$ cat config.mk
export PLATFORM = sky130hd
export DESIGN_NAME = slow_spi_sfr
export DESIGN_NICKNAME = d
export VERILOG_FILES = /design/src/rtl/slow_spi_pkg.sv /design/src/rtl/slow_spi_timer.sv /design/src/rtl/slow_spi_shifter.sv /design/src/rtl/slow_spi_sfr.sv
export SDC_FILE = /design/constraint.sdc
export NUM_CORES = 1
export LEC_CHECK = 0
export ABC_CLOCK_PERIOD_IN_PS = 1670
export BUFFER_PORTS_ARGS = -buffer_cell sky130_fd_sc_hd__buf_2
export CAP_MARGIN = 20
export CORE_AREA = 2 2 76 78
export DETAILED_ROUTE_END_ITERATION = 16
export DIE_AREA = 0 0 78 80
export PLACE_DENSITY = 0.46
export SYNTH_ARGS = -nofsm -noshare
export SYNTH_HDL_FRONTEND = slang
export SYNTH_SLANG_ARGS = --single-unit
export TNS_END_PERCENT = 10
$ cat constraint.sdc
create_clock -name clk -period 1.67 [get_ports clk]
set_input_delay 0 -clock clk [delete_from_list [all_inputs] [get_ports clk]]
set_output_delay 0 -clock clk [all_outputs]
set_load 0.1 [all_outputs]
$ cat src/rtl/slow_spi_pkg.sv
package slow_spi_pkg;
  typedef enum logic {XFER_IDLE = 1'b0, XFER_RUN = 1'b1} xfer_state_t;

  function automatic int unsigned xfer_cycles(input int unsigned bits, input int unsigned per_bit);
    return bits * per_bit;
  endfunction
endpackage

$ cat src/rtl/slow_spi_timer.sv
module slow_spi_timer #(
  parameter int unsigned DATA_W     = 8,
  parameter int unsigned BIT_CYCLES = 32
) (
  input  logic clk,
  input  logic rst,
  input  logic start,
  input  logic run,
  output logic sample_tick,
  output logic shift_tick,
  output logic done_tick,
  output logic sck
);
  localparam int unsigned HALF  = BIT_CYCLES / 2;
  localparam int unsigned PH_W  = $clog2(BIT_CYCLES);
  localparam int unsigned BIT_W = (DATA_W > 1) ? $clog2(DATA_W) : 1;
  localparam logic [PH_W-1:0]  PH_LAST   = PH_W'(BIT_CYCLES - 1);
  localparam logic [PH_W-1:0]  PH_RISE   = PH_W'(HALF - 1);
  localparam logic [BIT_W-1:0] BIT_FINAL = BIT_W'(DATA_W - 1);

  logic [PH_W-1:0]  phase_q;
  logic [BIT_W-1:0] bit_q;
  logic             sck_q;
  logic             at_end;
  logic             last_bit;

  assign at_end      = run && (phase_q == PH_LAST);
  assign last_bit    = (bit_q == BIT_FINAL);
  assign sample_tick = run && (phase_q == PH_RISE);
  assign shift_tick  = at_end && !last_bit;
  assign done_tick   = at_end && last_bit;
  assign sck         = sck_q;

  always_ff @(posedge clk) begin
    if (rst) begin
      phase_q <= '0;
      bit_q   <= '0;
      sck_q   <= 1'b1;
    end else if (start) begin
      phase_q <= '0;
      bit_q   <= '0;
      sck_q   <= 1'b0;
    end else if (run) begin
      if (at_end) begin
        phase_q <= '0;
        if (!last_bit) begin
          bit_q <= bit_q + 1'b1;
          sck_q <= 1'b0;
        end
      end else begin
        phase_q <= phase_q + 1'b1;
        if (phase_q == PH_RISE) sck_q <= 1'b1;
      end
    end
  end
endmodule

$ cat src/rtl/slow_spi_shifter.sv
module slow_spi_shifter #(
  parameter int unsigned DATA_W = 8
) (
  input  logic              clk,
  input  logic              rst,
  input  logic              start,
  input  logic [DATA_W-1:0] tx_byte,
  input  logic              sample_tick,
  input  logic              shift_tick,
  input  logic              done_tick,
  input  logic              sdi,
  output logic              sdo,
  output logic [DATA_W-1:0] rx_byte
);
  localparam int unsigned MSB = DATA_W - 1;

  logic [DATA_W-1:0] tx_q;
  logic [DATA_W-1:0] rx_q;
  logic [DATA_W-1:0] held_q;
  logic              sdo_q;

  always_ff @(posedge clk) begin
    if (rst) begin
      tx_q  <= '0;
      sdo_q <= 1'b0;
    end else if (start) begin
      tx_q  <= tx_byte;
      sdo_q <= tx_byte[MSB];
    end else if (shift_tick) begin
      tx_q  <= tx_q << 1;
      sdo_q <= tx_q[MSB-1];
    end
  end

  always_ff @(posedge clk) begin
    if (rst) rx_q <= '0;
    else if (sample_tick) rx_q <= {rx_q[MSB-1:0], sdi};
  end

  always_ff @(posedge clk) begin
    if (rst) held_q <= '0;
    else if (done_tick) held_q <= rx_q;
  end

  assign sdo     = sdo_q;
  assign rx_byte = held_q;
endmodule

$ cat src/rtl/slow_spi_sfr.sv
module slow_spi_sfr #(
  parameter int unsigned DATA_W     = 8,
  parameter int unsigned BIT_CYCLES = 32,
  parameter int unsigned WORD_W     = 16
) (
  input  logic              clk,
  input  logic              rst,
  input  logic              load,
  input  logic [DATA_W-1:0] wdata,
  output logic [WORD_W-1:0] rdata,
  input  logic              sdi,
  output logic              sdo,
  output logic              sck
);
  import slow_spi_pkg::*;

  localparam int unsigned PAD_W = WORD_W - DATA_W - 1;

  xfer_state_t       state_q;
  logic              accept;
  logic              running;
  logic              sample_tick;
  logic              shift_tick;
  logic              done_tick;
  logic [DATA_W-1:0] rx_byte;

  assign running = (state_q == XFER_RUN);
  assign accept  = load && !running;

  always_ff @(posedge clk) begin
    if (rst) state_q <= XFER_IDLE;
    else if (accept) state_q <= XFER_RUN;
    else if (done_tick) state_q <= XFER_IDLE;
  end

  slow_spi_timer #(.DATA_W(DATA_W), .BIT_CYCLES(BIT_CYCLES)) u_timer (
    .clk(clk), .rst(rst), .start(accept), .run(running),
    .sample_tick(sample_tick), .shift_tick(shift_tick),
    .done_tick(done_tick), .sck(sck)
  );

  slow_spi_shifter #(.DATA_W(DATA_W)) u_shifter (
    .clk(clk), .rst(rst), .start(accept), .tx_byte(wdata),
    .sample_tick(sample_tick), .shift_tick(shift_tick),
    .done_tick(done_tick), .sdi(sdi), .sdo(sdo), .rx_byte(rx_byte)
  );

  generate
    if (PAD_W > 0) begin : g_pad
      assign rdata = {running, {PAD_W{1'b0}}, rx_byte};
    end else begin : g_nopad
      assign rdata = {running, rx_byte};
    end
  endgenerate
endmodule

==> results.yml <==
status:
  outcome: "finished, final reports clean"
global_route:
  grt_pass1_vias: 1194
  overflow: 0
  grt_use_total_pct: 11.11
  antenna_found_initial: 0
  grt_max_degree: 27
  grt_pass1_wl_um: 5361
logic_synthesis:
  syn_area_sq_mm: 0.001585
  async_flop_share_pct: 0
  ys_seq_elements: 34
  ys_seq_area_share_pct: 42.94
  syn_inst: 181
  synth_cell_types: 32
  yosysWarnings: 0
  avgSynthCellArea_sq_um: 8.758
  synth_edf_count: 0
  ys.flop_type: "dfxtp_1"
power:
  ir_drop_mv: 0.3510
  p_leak_nw: 0.8254
  switching_share_pct: 24.41
  netSwitchingPower_mw: 0.4933
  p_comb_share_pct: 11.8
  powerDensity_mw_per_mm2: 989.1
  internal-power_mw: 1.528
  seq_power_share_pct: 41.6
  p_clk_share_pct: 46.5
floorplanning:
  die_h_um: 80
  pin_count: 30
  fp.coreArea_sq_mm: 0.005405
  start_util_pct: 29.33
  dieArea_sq_mm: 0.006240
  num_rows: 27
  die_width_um: 78
route:
  top_layer: "met4"
  wl_met2_um: 1657
  dr.pass1.iters: 4
  via_per_inst: 4.512
  ant_nets: 0
  m1WireLength_um: 1515
  routed_wl_um: 3317
  wl_met3_um: 129
  drc_errors: 0
  drtIter0Drc: 43
  vias: 1304
  wl_per_cell_um: 11.48
cells_and_area:
  nets: 233
  multi_input_area_sq_um: 785.8
  register_area_sq_um: 683.2
  utilization_pct: 37.80
  areaGrowthSynthToFinish_pct: 28.89
  layout-drive-gt1-share_pct: 31.34
  diodes: 0
  fillers: 589
  fin_cells: 289
clock_tree:
  cts_sinks: 34
  cts_tree: "done"
  htree_num_levels: 2
  clk_pin_slew_ns: 0.07
  clock_latency_ns: 0.28
  clock_path_buffers: 2
  clockRootBuffer: "clkbuf_8"
  numCtsBuffers: 5
worst_setup_path:
  cp_max_fo: 3
  cp.arrival_ns: 1.80
  path_class: "flop to flop"
  crit_path_start_kind: "flop"
  endpoint_kind: "flop"
  cp.required_ns: 1.85
timing:
  setup_viol: 0
  hold_viol: 0
  slew_violations: 0
  fin_tns_setup_ns: 0
  finalCriticalPeriod_ns: 1.614
  relSlewSlack_pct: 66.42
  fin_crit_sh_pct: 96.66
  fmax_mhz: 619.5
  worst_slew_pin_slew_ns: 0.5037
  fin_worst_skew_ns: 0.006979
  rsz0062_at_grt: "true"
place:
  placed_cells: 276
  portBuffers: 22
  gp_congestion: 0.7141
  dpl.hpwl_um: 2328
flow_run:
  max_cap_violations: 0
worst_hold_path:
  holdCritPathClass: "primary input to flop"
-- per-layer routing --
metal	vias to the layer above	GRT usage, %
met4	0	4.912
met3	2	3.620
li1	671	-
met1	607	12.96
met2	24	18.62
met5	-	0
-- final timing paths --
kind                            cells after the start  slack, ns            startpoint              endpoint
worst max register to register                      6       0.06    u_timer.phase_q[0]           u_timer.sck
worst min register to register                      2       0.45  u_shifter.rx_byte[2]  u_shifter.rx_byte[2]
worst max-delay path                                6       0.06    u_timer.phase_q[0]           u_timer.sck
worst min-delay path                                3      0.008              wdata[2]     u_shifter.tx_q[2]
-- cells by family (layout without fill, tap and decap cells) --
| group | after synthesis | in the layout | share of synthesized area, % |
|---|---|---|---|
| mux | 2 | 2 | 1.263 |
| fa+ha+maj | 5 | 5 | 3.946 |
| compound gates | 32 | 32 | 11.68 |
| flops | 34 | 34 | 42.94 |
| buf+inv | 25 | 55 | 10.42 |
| xor+xnor | 2 | 2 | 1.105 |
| other cells | 1 | 7 | 0.2366 |
| simple gates | 80 | 80 | 28.41 |
-- registers in the layout (all words and copies together) (netlist names) --
signal	cells
u_shifter.rx_byte	8
u_shifter.rx_q	8
u_shifter.tx_q	7
u_timer.phase_q	5
u_timer.bit_q	3
running	1
u_shifter.sdo	1
u_timer.sck	1
-- per-stage QoR --
stage / hold slack, ns / setup slack, ns / power (mW) / area [sq um]
2_1_floorplan: 0.1360 / 0.02535 / 1.072 / 1610
3_3_place_gp: 0.2444 / -0.01484 / 1.095 / 1824
3_5_place_dp: 0.2547 / -0.1083 / 1.095 / 1824
4_1_cts: 0.001383 / 0.002849 / 2.052 / 2017
5_1_grt: 0.02537 / -0.01712 / 2.096 / 2043
6_report: 0.007876 / 0.05578 / 2.021 / 2043
-- cell usage in the layout, fill, tap and decap left out, types with 2 or more instances in the layout --
| cell | instances |
|---|---|
| nor2_1 | 13 |
| conb_1 | 7 |
| buf_2 | 21 |
| nor4_2 | 3 |
| a22oi_1 | 4 |
| buf_6 | 2 |
| a21oi_1 | 25 |
| dfxtp_2 | 2 |
| nand3_1 | 15 |
| nand2_1 | 26 |
| nand3b_1 | 2 |
| nand2b_1 | 2 |
| mux2i_1 | 2 |
| dfxtp_1 | 32 |
| buf_4 | 15 |
| clkbuf_8 | 6 |
| dlygate4sd3_1 | 3 |
| nor3b_1 | 5 |
| ha_2 | 2 |
| ha_1 | 2 |
| bufinv_16 | 2 |
| inv_1 | 3 |
| nor3_2 | 6 |
| buf_12 | 3 |
-- critical path, stage by stage (launching register included) --
cell and delay (ns):
dfxtp_2 0.32, ha_2 0.18, and3_4 0.19, buf_4 0.13, ha_2 0.19, a22o_1 0.23
a211o_1 0.28
-- layout make-up --
cell class,instances,share of cell area (%)
Multi-Input combinational cell,128,38.46
Sequential cell,34,33.44
Timing Repair Buffer,44,16.17
Tap cell,72,4.409
Clock buffer,6,4.042
Clock inverter,2,2.939
Inverter,3,0.5511
-- timing repair --
item | CTS | global route
hold buffers | 3 | 0
pin swaps | 0 | 1
gates resized for setup | 3 | 6
buffers inserted | 2 | 0
hold endpoints to repair | 3 | 0
endpoints found under the setup margin | 8 | 15
-- Yosys cell counts (2+ instances only) --
library cell	n	area (sq um)
dfxtp_1	34	680.7
nand2_1	26	97.59
a21oi_1	25	125.1
nand3_1	15	75.07
nor2_1	13	48.80
buf_4	11	82.58
buf_2	6	30.03
nor3_2	6	60.06
ha_1	5	62.56
nor3b_1	5	37.54
a22oi_1	4	30.03
buf_6	3	33.78
inv_1	3	11.26
nor4_2	3	37.54
and3_1	2	12.51
mux2i_1	2	20.02
nand2b_1	2	12.51
nand3b_1	2	15.01
-- power by group through the flow --
stage | combinational, mW | sequential, mW | clock, mW
6_report | 0.239 | 0.842 | 0.940
5_1_grt | 0.253 | 0.844 | 1.00
4_1_cts | 0.240 | 0.841 | 0.971
3_5_place_dp | 0.235 | 0.860 | 0
3_3_place_gp | 0.235 | 0.860 | 0
2_1_floorplan | 0.185 | 0.887 | 0
(Power assumes the default switching activity.)
